**src/rtl/cfg_window_pkg.sv**
```systemverilog
package cfg_window_pkg;

  typedef enum logic [1:0] {
    SEQ_IDLE  = 2'd0,
    SEQ_ONE   = 2'd1,
    SEQ_ARMED = 2'd2,
    SEQ_OPEN  = 2'd3
  } seq_t;

  localparam int IDX_RTIM  = 0;
  localparam int IDX_WTIM  = 1;
  localparam int IDX_CTRL  = 3;
  localparam int IDX_STRAP = 5;
  localparam int IDX_MISC  = 6;

  localparam int PROBE_OFS = 1;
  localparam int KEY_OFS   = 2;
  localparam int BEN_OFS   = 3;

endpackage

```
**src/rtl/cfg_unlock_seq.sv**
```systemverilog
module cfg_unlock_seq
  import cfg_window_pkg::*;
#(
  parameter int AW        = 3,
  parameter int DW        = 8,
  parameter logic [DW-1:0] OPEN_KEY  = 8'h03,
  parameter logic [DW-1:0] CLOSE_KEY = 8'h83
) (
  input  logic          clk,
  input  logic          rst,
  input  logic          acc_rd,
  input  logic          acc_wr,
  input  logic          acc_wide,
  input  logic [AW-1:0] acc_ofs,
  input  logic [DW-1:0] acc_wdata,
  output logic          open_q,
  output logic          key_eaten
);

  seq_t state_q, state_d;
  logic any_acc, probe_rd, open_wr, close_wr;

  assign any_acc  = acc_rd | acc_wr;
  assign probe_rd = acc_rd & acc_wide & (acc_ofs == AW'(PROBE_OFS));
  assign open_wr  = acc_wr & ~acc_wide & (acc_ofs == AW'(KEY_OFS)) & (acc_wdata == OPEN_KEY);
  assign close_wr = acc_wr & ~acc_wide & (acc_ofs == AW'(KEY_OFS)) & (acc_wdata == CLOSE_KEY);

  always_comb begin
    state_d = state_q;
    unique case (state_q)
      SEQ_IDLE: begin
        if (probe_rd) state_d = SEQ_ONE;
      end
      SEQ_ONE: begin
        if (probe_rd)     state_d = SEQ_ARMED;
        else if (any_acc) state_d = SEQ_IDLE;
      end
      SEQ_ARMED: begin
        if (open_wr)       state_d = SEQ_OPEN;
        else if (probe_rd) state_d = SEQ_ARMED;
        else if (any_acc)  state_d = SEQ_IDLE;
      end
      SEQ_OPEN: begin
        if (close_wr) state_d = SEQ_IDLE;
      end
      default: state_d = SEQ_IDLE;
    endcase
  end

  always_ff @(posedge clk) begin
    if (rst) state_q <= SEQ_IDLE;
    else     state_q <= state_d;
  end

  assign open_q    = (state_q == SEQ_OPEN);
  assign key_eaten = ((state_q == SEQ_ARMED) & open_wr) | ((state_q == SEQ_OPEN) & close_wr);

endmodule

```
**src/rtl/cfg_regfile.sv**
```systemverilog
module cfg_regfile
  import cfg_window_pkg::*;
#(
  parameter int AW    = 3,
  parameter int DW    = 8,
  parameter int NSETS = 2,
  parameter logic [DW-1:0] STRAP_VAL = '0,
  localparam int SETW = (NSETS > 1) ? $clog2(NSETS) : 1
) (
  input  logic                      clk,
  input  logic                      rst,
  input  logic                      cfg_wr,
  input  logic [AW-1:0]             cfg_idx,
  input  logic [DW-1:0]             cfg_wdata,
  input  logic                      ben_wr,
  output logic [DW-1:0]             rd_val,
  output logic [DW-1:0]             ctrl_q,
  output logic [DW-1:0]             misc_q,
  output logic [NSETS-1:0][DW-1:0]  rtim_q,
  output logic [NSETS-1:0][DW-1:0]  wtim_q
);

  logic            ben_q;
  logic [SETW-1:0] sel;
  logic            sel_ok;
  logic            sel_wr_ok;

  assign sel       = misc_q[SETW-1:0];
  assign sel_ok    = (int'(sel) < NSETS);
  assign sel_wr_ok = sel_ok & ((sel == '0) | ben_q);

  always_ff @(posedge clk) begin
    if (rst)         ben_q <= 1'b0;
    else if (ben_wr) ben_q <= 1'b1;
  end

  always_ff @(posedge clk) begin
    if (rst) begin
      ctrl_q <= '0;
      misc_q <= '0;
    end else if (cfg_wr) begin
      if (cfg_idx == AW'(IDX_CTRL)) ctrl_q <= cfg_wdata;
      if (cfg_idx == AW'(IDX_MISC)) misc_q <= cfg_wdata;
    end
  end

  for (genvar s = 0; s < NSETS; s++) begin : g_set
    logic hit;
    assign hit = cfg_wr & sel_wr_ok & (sel == SETW'(s));
    always_ff @(posedge clk) begin
      if (rst) begin
        rtim_q[s] <= '0;
        wtim_q[s] <= '0;
      end else if (hit) begin
        if (cfg_idx == AW'(IDX_RTIM)) rtim_q[s] <= cfg_wdata;
        if (cfg_idx == AW'(IDX_WTIM)) wtim_q[s] <= cfg_wdata;
      end
    end
  end

  always_comb begin
    rd_val = '1;
    unique case (int'(cfg_idx))
      IDX_RTIM:  rd_val = sel_ok ? rtim_q[sel] : '1;
      IDX_WTIM:  rd_val = sel_ok ? wtim_q[sel] : '1;
      IDX_CTRL:  rd_val = ctrl_q;
      IDX_STRAP: rd_val = STRAP_VAL;
      IDX_MISC:  rd_val = misc_q;
      default:   rd_val = '1;
    endcase
  end

endmodule

```
**src/rtl/cfg_drive_map.sv**
```systemverilog
module cfg_drive_map #(
  parameter int DW    = 8,
  parameter int NSETS = 2,
  parameter logic [DW-1:0] SPLIT_KEY = 8'h85
) (
  input  logic                     clk,
  input  logic                     rst,
  input  logic [DW-1:0]            ctrl_q,
  input  logic [NSETS-1:0][DW-1:0] rtim_q,
  input  logic [NSETS-1:0][DW-1:0] wtim_q,
  output logic [DW-1:0]            drv0_rtim,
  output logic [DW-1:0]            drv0_wtim,
  output logic [DW-1:0]            drv1_rtim,
  output logic [DW-1:0]            drv1_wtim
);

  localparam int SET_B = (NSETS > 1) ? 1 : 0;

  logic split;
  assign split = (ctrl_q == SPLIT_KEY);

  always_ff @(posedge clk) begin
    if (rst) begin
      drv0_rtim <= '0;
      drv0_wtim <= '0;
      drv1_rtim <= '0;
      drv1_wtim <= '0;
    end else begin
      drv0_rtim <= rtim_q[0];
      drv0_wtim <= wtim_q[0];
      drv1_rtim <= split ? rtim_q[SET_B] : rtim_q[0];
      drv1_wtim <= split ? wtim_q[SET_B] : wtim_q[0];
    end
  end

endmodule

```
**src/rtl/cfg_window.sv**
```systemverilog
module cfg_window
  import cfg_window_pkg::*;
#(
  parameter int AW    = 3,
  parameter int DW    = 8,
  parameter int NSETS = 2,
  parameter logic [DW-1:0] OPEN_KEY  = 8'h03,
  parameter logic [DW-1:0] CLOSE_KEY = 8'h83,
  parameter logic [DW-1:0] SPLIT_KEY = 8'h85,
  parameter logic [DW-1:0] BEN_KEY   = 8'hC0,
  parameter logic [DW-1:0] STRAP_VAL = 8'h00
) (
  input  logic          clk,
  input  logic          rst,
  input  logic          io_rd,
  input  logic          io_wr,
  input  logic          io_wide,
  input  logic [AW-1:0] io_ofs,
  input  logic [DW-1:0] io_wdata,
  output logic [DW-1:0] rd_data,
  output logic          rd_valid,
  output logic          tf_hit,
  output logic          cfg_open,
  output logic [DW-1:0] drv0_rtim,
  output logic [DW-1:0] drv0_wtim,
  output logic [DW-1:0] drv1_rtim,
  output logic [DW-1:0] drv1_wtim,
  output logic [DW-1:0] ctrl_q,
  output logic [DW-1:0] misc_q
);

  logic                     win_open, key_eaten;
  logic                     any_acc, byte_cfg, tf_pass, ben_wr;
  logic [DW-1:0]            rd_val;
  logic [NSETS-1:0][DW-1:0] rtim_q, wtim_q;

  cfg_unlock_seq #(
    .AW(AW), .DW(DW), .OPEN_KEY(OPEN_KEY), .CLOSE_KEY(CLOSE_KEY)
  ) u_seq (
    .clk       (clk),
    .rst       (rst),
    .acc_rd    (io_rd),
    .acc_wr    (io_wr),
    .acc_wide  (io_wide),
    .acc_ofs   (io_ofs),
    .acc_wdata (io_wdata),
    .open_q    (win_open),
    .key_eaten (key_eaten)
  );

  assign any_acc  = io_rd | io_wr;
  assign byte_cfg = win_open & ~io_wide & any_acc & ~key_eaten;
  assign tf_pass  = any_acc & ~byte_cfg & ~key_eaten;
  assign ben_wr   = io_wr & ~io_wide & ~win_open &
                    (io_ofs == AW'(BEN_OFS)) & (io_wdata == BEN_KEY);

  cfg_regfile #(
    .AW(AW), .DW(DW), .NSETS(NSETS), .STRAP_VAL(STRAP_VAL)
  ) u_regs (
    .clk       (clk),
    .rst       (rst),
    .cfg_wr    (byte_cfg & io_wr),
    .cfg_idx   (io_ofs),
    .cfg_wdata (io_wdata),
    .ben_wr    (ben_wr),
    .rd_val    (rd_val),
    .ctrl_q    (ctrl_q),
    .misc_q    (misc_q),
    .rtim_q    (rtim_q),
    .wtim_q    (wtim_q)
  );

  cfg_drive_map #(
    .DW(DW), .NSETS(NSETS), .SPLIT_KEY(SPLIT_KEY)
  ) u_map (
    .clk       (clk),
    .rst       (rst),
    .ctrl_q    (ctrl_q),
    .rtim_q    (rtim_q),
    .wtim_q    (wtim_q),
    .drv0_rtim (drv0_rtim),
    .drv0_wtim (drv0_wtim),
    .drv1_rtim (drv1_rtim),
    .drv1_wtim (drv1_wtim)
  );

  always_ff @(posedge clk) begin
    if (rst) begin
      rd_data  <= '0;
      rd_valid <= 1'b0;
      tf_hit   <= 1'b0;
    end else begin
      rd_valid <= io_rd;
      tf_hit   <= tf_pass;
      rd_data  <= (io_rd & byte_cfg) ? rd_val : '0;
    end
  end

  assign cfg_open = win_open;

endmodule

```
**config.mk**
```make
export PLATFORM = sky130hd
export DESIGN_NAME = cfg_window
export DESIGN_NICKNAME = d
export VERILOG_FILES = /design/src/rtl/cfg_window_pkg.sv /design/src/rtl/cfg_unlock_seq.sv /design/src/rtl/cfg_regfile.sv /design/src/rtl/cfg_drive_map.sv /design/src/rtl/cfg_window.sv
export SDC_FILE = /design/constraint.sdc
export NUM_CORES = 1
export LEC_CHECK = 0
export ABC_AREA = 0
export BUFFER_PORTS_ARGS = -buffer_cell sky130_fd_sc_hd__buf_2
export CORE_AREA = 2 2 139 127
export CTS_CLUSTER_DIAMETER = 50
export DETAILED_ROUTE_END_ITERATION = 16
export DIE_AREA = 0 0 141 129
export GPL_ROUTABILITY_DRIVEN = 0
export PLACE_DENSITY_LB_ADDON = 0.2
export SETUP_SLACK_MARGIN = 0.1
export SLEW_MARGIN = 20
export SYNTH_ARGS = -nofsm -noshare
export SYNTH_HDL_FRONTEND = slang
export SYNTH_HIERARCHICAL = 1
export SYNTH_SLANG_ARGS = --single-unit
```
**constraint.sdc**
```tcl
create_clock -name clk -period 2.37 [get_ports clk]
set_clock_uncertainty 0.1 [all_clocks]
set_input_delay 0.237 -clock clk [delete_from_list [all_inputs] [get_ports clk]]
set_output_delay 0.237 -clock clk [all_outputs]
set_load 0.005 [all_outputs]
```
# ---- Yosys cells after proc, flatten, opt, wreduce, memory -nomap -nowiden
# Cells that the tools add are included.
dict set report totals {
  register_bits 93
  inputBits 16
  output_inout_bits 59
  wordCells 83
}
dict set report op_classes {
  n_lt_le_gt_ge 1
  eq_ne 14
  mux 13
  bitwise_logic 30
  n_reduce_logical 10
}
# op count
set ops {}
lappend ops {{$mux 8} 6}
lappend ops {{$pmux 8 s5} 1}
lappend ops {{$eq 8x8->1 const B} 3}
lappend ops {{$and 1x1->1} 21}
lappend ops {{$reduce_and 2->1} 7}
lappend ops {{$mux 2} 5}
lappend ops {{$eq 8x2->1 const B} 1}
lappend ops {{$pmux 2 s4} 1}
lappend ops {{$eq 3x2->1 const B} 2}
lappend ops {{$eq 3x3->1 const B} 2}
lappend ops {{$not 1->1} 6}
lappend ops {{$eq 2x2->1 const B} 2}
lappend ops {{$ne 2x1->1 const B} 2}
lappend ops {{$eq 3x1->1 const B} 1}
lappend ops {{$logic_not 3->1} 1}
lappend ops {{$or 1x1->1} 3}
lappend ops {{$eq 2x1->1 const B} 1}
lappend ops {{$logic_not 2->1} 1}
lappend ops {{$lt 1x2->1 const B} 1}
lappend ops {{$reduce_or 2->1} 1}

# ---- Logic depth before layout (Yosys ltp)
dict set report logic_depth {
  word_depth 12
  depth_mapped 9
  mapped_depth_nobuf 7
}

# ---- Hierarchy
# Netlist, hierarchy kept.
# module n_inst cells_each area_per_inst_um2 seq_area_each_um2
set modules_own_cells {}
lappend modules_own_cells {cfg_regfile 1 255 2381.0 980.9}
lappend modules_own_cells {cfg_drive_map 1 87 1128.6 640.6}
lappend modules_own_cells {cfg_window 1 39 406.6 200.2}
lappend modules_own_cells {cfg_unlock_seq 1 23 190.2 40.0}

# ---- Worst setup path after synthesis
# Ideal clock, no wire load.
dict set report synth_timing {
  path_type {input to register}
  start {input io_wdata[3]}
  end {register u_regs/wtim_q[10] (netlist name)}
  setup_time_ns 0.072
  arrival_ns 2.135
  required_ns 2.198
  slack_ns 0.063
  stages 8
  n_path_buf 2
  cell_sequence {or4_1 > nor4_1 > and4bb_1 > buf_4 > and4b_1 > nand3b_1 > buf_2 > mux2i_1}
}
dict set report synth_between {
  elab_chain_cells 10
  word_cells_on_any_way 13
  cone_classes {eq/ne (2); bitwise (10); reduce/logical (1)}
}
# item line_no
set synth_lines {}
lappend synth_lines {{start, declared} cfg_window.sv:19} ;# input logic [DW-1:0] io_wdata,
lappend synth_lines {{$eq 8x2->1 / $eq 8x8->1 (equally long branches)} {cfg_unlock_seq.sv:25, cfg_unlock_seq.sv:26}}
lappend synth_lines {{$and 1x1->1, on equally long branches} {cfg_unlock_seq.sv:25, cfg_unlock_seq.sv:26}}
lappend synth_lines {{$and 1x1->1} cfg_unlock_seq.sv:56} ;# assign key_eaten = ((state_q == SEQ_ARMED) & open_wr) | ((state_q == SEQ_OPEN) & close_wr);
lappend synth_lines {{$or 1x1->1 (*)} cfg_unlock_seq.sv:56}
lappend synth_lines {{via key_eaten} cfg_window.sv:32} ;# logic win_open, key_eaten;
lappend synth_lines {{$not 1->1 (*)} cfg_window.sv:52} ;# assign byte_cfg = win_open & ~io_wide & any_acc & ~key_eaten;
lappend synth_lines {{$and 1x1->1 (*)} cfg_window.sv:52}
lappend synth_lines {{$and 1x1->1 (*)} cfg_window.sv:62} ;# .cfg_wr (byte_cfg & io_wr),
lappend synth_lines {{$and 1x1->1 (*) (2 in a row)} cfg_regfile.sv:49} ;# assign hit = cfg_wr & sel_wr_ok & (sel == SETW'(s));
lappend synth_lines {{$reduce_and 2->1 (no line) (*)} --}
lappend synth_lines {{end signal, assigned by index} cfg_regfile.sv:56} ;# if (cfg_idx == AW'(IDX_WTIM)) wtim_q[s] <= cfg_wdata;
lappend synth_lines {{end, declared} cfg_regfile.sv:20} ;# output logic [NSETS-1:0][DW-1:0] wtim_q
# Mark *: on every way through the listed nets, which the timed path passes. The rest lies on a longest branch.
# A chain may end at the register's enable or synchronous reset.

# ---- Worst setup path after layout
dict set report layout_timing {
  start {register u_seq.state_q[0]}
  end {register u_regs/rtim_q[4] (netlist name)}
}
dict set report layout_between {
  elab_chain_cells 9
  word_cells_on_any_way 13
  cone_classes {eq/ne (2); bitwise (10); reduce/logical (1)}
}
# item line_no
set layout_lines {}
lappend layout_lines {{start, declared} cfg_unlock_seq.sv:20} ;# seq_t state_q, state_d;
lappend layout_lines {{start signal, assigned} cfg_unlock_seq.sv:52} ;# else state_q <= state_d;
lappend layout_lines {{$eq 2x2->1} cfg_unlock_seq.sv:56}
lappend layout_lines {{$and 1x1->1} cfg_unlock_seq.sv:56}
lappend layout_lines {{$or 1x1->1 (*)} cfg_unlock_seq.sv:56}
lappend layout_lines {{via key_eaten} cfg_window.sv:32}
lappend layout_lines {{$not 1->1 (*)} cfg_window.sv:52}
lappend layout_lines {{$and 1x1->1 (*)} cfg_window.sv:52}
lappend layout_lines {{$and 1x1->1 (*)} cfg_window.sv:62}
lappend layout_lines {{$and 1x1->1 (*) (2 in a row)} cfg_regfile.sv:49}
lappend layout_lines {{$reduce_and 2->1 (no line) (*)} --}
lappend layout_lines {{end signal, assigned by index} cfg_regfile.sv:55} ;# if (cfg_idx == AW'(IDX_RTIM)) rtim_q[s] <= cfg_wdata;
lappend layout_lines {{end, declared} cfg_regfile.sv:19} ;# output logic [NSETS-1:0][DW-1:0] rtim_q,
# Marked as above.

==> impl_metrics.csv <==
group,metric,value,unit
power_and_ir_drop,total_leakage_power,2.22,nW
min_path,timing.hold.worst.start,"io_wdata[0]",
global_routing,largest_net_degree_at_the_start_of_global_routing,36,
synth,synth.cell_area,4110,sq um
synth,synth.net_count,420,
cells_and_area,num-nets-final,501,
die,die_width,141,microns
synth,async_reset_ff_share,0,%
sta,fin_tns_setup,0,ps
min_path,hold_path_depth,3,
global_routing,grt.met2_usage,20.0,%
global_routing,antenna_found_initial,0,
clocking,cts_made_buffers,9,
critical_path,reg2reg_depth,8,
critical_path,endpoint_kind,"flip-flop",
cells_and_area,share_of_final_layout_standard_cells_stronger_than_drive_strength_1,28.6,%
clocking,insertion_delay,350,ps
synth,synthFlopType,"sky130_fd_sc_hd__dfxtp_1",
die,design.die.area,18200,sq um
synth,syn-mean-instance-area,10.2,sq um
die,floorplan.initialDensity,24.6,%
global_routing,met1_usage,17.6,%
clocking,postCtsSetupRepairBufs,0,
clocking,clockBufferDepth,2,
synth,synth_seq_cells,93,
critical_path,timing.rr.start,"u_seq/state_q[0]",
routing,drt-wirelength-per-cell,16.5,microns
placement,buffer_ports.inserted,74,
critical_path,crit_required,2500,ps
global_routing,globalRouteOverflowTotal,0,
die,die_height,129,microns
clocking,tritoncts,"built",
critical_path,setup.reg_to_reg.worst_slack,240,ps
min_path,min_to,"u_regs/ctrl_q[0]",
placement,post_dp_cell_area,4790,sq um
cells_and_area,antenna_cells_inserted,0,
sta,maxSlewHeadroom,62.7,%
sta,setup_viol,0,
sta,max_slew.worst_pin.slew,560,ps
global_routing,global_route.usage.met3,3.98,%
cells_and_area,post_layout_nonfiller_instances,701,
cells_and_area,flow.area_growth_from_synthesis,23.8,%
routing,firstDrtPassIters,4,
routing,ant_nets,0,
routing,wirelength,11600,microns
critical_path,worstPathMaxFanout,6,
clocking,htreeDepth,3,
clocking,clk_transition_reported_paths,60,ps
synth,synth-seq-area-share,45.3,%
sta,fin_crit_share,90.0,%
synth,synthDistinctLibCells,50,
sta,rsz0062_at_grt,"no",
cells_and_area,finalInstanceArea,5080,sq um
die,num_rows,45,
routing,drc,0,
critical_path,worst-endpoint-arrival,2260,ps
run,maxCapViolCount,0,
sta,hold_violations_final,0,
placement,place_hpwl,8510,microns
global_routing,grt_usage,13.0,%
global_routing,vias_in_the_first_global_route,3175,
routing,vias,3194,
clocking,cts_num_sinks,93,
critical_path,setup.worst_path.start_class,"flip-flop",
global_routing,wire_length_of_the_first_global_routing_pass,17900,microns
critical_path,worst-setup-path-type,"reg2reg",
routing,route.detailed.vias_per_inst,4.56,
die,placeableCoreArea,16700,sq um
run_status,outcome,"finished, final reports clean",
min_path,hold_class,"in2reg",
sta,finalCriticalPeriod,2130,ps
sta,fmaxAchievable,0.469,GHz
synth,synth_enable_flop_cells,0,
routing,drtIter0Drc,204,
placement,post_place_cells,685,
global_routing,grt_most_used_layer,"met2",
sta,timing.final.max_slew_violations,0,
clocking,cts_root_buf,"sky130_fd_sc_hd__clkbuf_16",
synth,synth.yosys.warnings,6,
die,ios,75,
power_and_ir_drop,max-vdd-ir-drop,320,uV
synth,postSynthCellCount,404,
power_and_ir_drop,power.density_cell_area,630,nW/um^2
critical_path,regToRegEndpoint,"u_regs/rtim_q[4]",
==> critical path: stages (launching register included) <==
cell,delay [ps]
sky130_fd_sc_hd__dfxtp_1,420
sky130_fd_sc_hd__xnor2_1,100
sky130_fd_sc_hd__nand2_1,90
sky130_fd_sc_hd__nor4_2,40
sky130_fd_sc_hd__and4bb_2,370
sky130_fd_sc_hd__buf_4,140
sky130_fd_sc_hd__nand2b_1,60
sky130_fd_sc_hd__or4_4,520
sky130_fd_sc_hd__mux2i_1,160
==> placed cells by master (no fill, tap or decap), drive strengths merged, types with 2 or more instances in the layout <==
cell      count
nand2b       41
nand4b        2
a31oi         3
or4           3
and4b         4
and4bb        2
mux2i        47
a211oi        2
nand3b        3
nor4          4
nand2        43
clkinvlp      2
a2bb2oi       5
nor4b         3
mux2         16
a311oi        3
nor2b        34
buf          95
a21oi        18
inv          12
nor3          9
nor4bb        3
nand4bb       2
nor2          8
dfxtp        93
clkbuf       13
o2111a        6
==> report_power, final <==
group          internal (mW)  switching [mW]
Sequential              1.56        0.000537
Clock                  0.848           0.610
Combinational         0.0703           0.110
Total                   2.48           0.720
==> cells in the mapped netlist (2+ instances only) <==
| master | n | area share (%) |
|---|---|---|
| sky130_fd_sc_hd__nand4b_1 | 2 | 0.43 |
| sky130_fd_sc_hd__mux2i_1 | 47 | 11 |
| sky130_fd_sc_hd__nor4b_1 | 2 | 0.43 |
| sky130_fd_sc_hd__or4_1 | 2 | 0.37 |
| sky130_fd_sc_hd__a311oi_1 | 3 | 0.64 |
| sky130_fd_sc_hd__nor4bb_1 | 3 | 0.73 |
| sky130_fd_sc_hd__a211oi_1 | 2 | 0.37 |
| sky130_fd_sc_hd__buf_4 | 4 | 0.73 |
| sky130_fd_sc_hd__mux2_4 | 10 | 3.7 |
| sky130_fd_sc_hd__nand2_1 | 41 | 3.7 |
| sky130_fd_sc_hd__a31oi_1 | 3 | 0.46 |
| sky130_fd_sc_hd__a2bb2oi_1 | 5 | 1.1 |
| sky130_fd_sc_hd__a21oi_1 | 18 | 2.2 |
| sky130_fd_sc_hd__and4b_1 | 4 | 0.98 |
| sky130_fd_sc_hd__nor4_1 | 4 | 0.61 |
| sky130_fd_sc_hd__nand2b_1 | 41 | 6.2 |
| sky130_fd_sc_hd__inv_1 | 11 | 1.0 |
| sky130_fd_sc_hd__nand4bb_1 | 2 | 0.55 |
| sky130_fd_sc_hd__mux2_2 | 6 | 1.6 |
| sky130_fd_sc_hd__dfxtp_1 | 93 | 45 |
| sky130_fd_sc_hd__nand3b_1 | 3 | 0.55 |
| sky130_fd_sc_hd__buf_6 | 3 | 0.82 |
| sky130_fd_sc_hd__buf_2 | 7 | 0.85 |
| sky130_fd_sc_hd__clkbuf_1 | 10 | 0.91 |
| sky130_fd_sc_hd__nor2b_1 | 34 | 5.2 |
| sky130_fd_sc_hd__nor2_1 | 8 | 0.73 |
| sky130_fd_sc_hd__o2111a_1 | 6 | 1.6 |
| sky130_fd_sc_hd__nor3_2 | 8 | 2.0 |
==> cell families (layout without fill, tap and decap cells) <==
family | count (synthesis) | count (layout) | share of synthesized area, %
AND/OR/NAND/NOR | 166 | 166 | 25.4
flip-flops | 93 | 93 | 45.3
multiplexers | 63 | 63 | 16.8
AO/OA/AOI/OAI | 44 | 44 | 7.71
buffers and inverters | 37 | 123 | 4.54
XOR/XNOR | 1 | 1 | 0.213
==> flip-flops by register name (all words and copies together) (netlist names) <==
signal,flops
u_regs/rtim_q,16
u_regs/wtim_q,16
rd_data,8
u_map/drv0_rtim,8
u_map/drv0_wtim,8
u_map/drv1_rtim,8
u_map/drv1_wtim,8
u_regs/ctrl_q,8
u_regs/misc_q,8
u_seq/state_q,2
rd_valid,1
tf_hit,1
u_regs/ben_q,1
==> cell type report <==
| type | instances | area, sq um |
|---|---|---|
| multi-input cells | 274 | 2060 |
| clock inverters | 3 | 45.0 |
| fillers | 1743 | 11600 |
| well taps | 211 | 264 |
| repair buffers | 95 | 553 |
| clock buffers | 13 | 250 |
| inverters | 12 | 45.0 |
| flip-flops and latches | 93 | 1860 |
==> how the worst max path moves through the flow <==
| stage | start | end | slack [ps] | depth (start not counted) |
|---|---|---|---|---|
| floorplan | io_wdata[3] | u_regs/wtim_q[10] | 100 | 8 |
| global placement | io_wdata[3] | u_regs/rtim_q[11] | 20 | 7 |
| detailed placement | io_wdata[3] | u_regs/rtim_q[10] | -50 | 7 |
| CTS | u_seq/state_q[0] | u_regs/rtim_q[2] | 190 | 8 |
| global route | u_seq/state_q[0] | u_regs/rtim_q[3] | 140 | 8 |
| finish | u_seq/state_q[0] | u_regs/rtim_q[4] | 240 | 8 |
==> timing repair <==
| item | 4_1_cts | 5_1_grt |
|---|---|---|
| gates resized for setup | 0 | 1 |
| endpoints found under the hold margin | 0 | 0 |
| endpoints found under the setup margin | 0 | 1 |
| hold buffers | 0 | 0 |
==> layer usage <==
| layer | part of all wire, % | wire length (microns) |
|---|---|---|
| met4 | 0.92 | 107 |
| met1 | 48 | 5580 |
| met2 | 45 | 5200 |
| met3 | 6.0 | 694 |
| met5 | 0 | 0 |
==> per-stage QoR <==
stage | total power [mW] | worst slack (ps) | hold slack, ps | util (%)
6_report | 3.20 | 236 | 92.5 | 30.4
3_5_place_dp | 1.78 | -50.6 | 366 | 28.6
2_1_floorplan | 1.70 | 104 | 204 | -
3_3_place_gp | 1.78 | 17.5 | 361 | 28.6
4_1_cts | 3.26 | 194 | 80.7 | 30.4
5_1_grt | 3.32 | 140 | 103 | 30.4
Note: power is estimated with default switching activity, not from simulation.
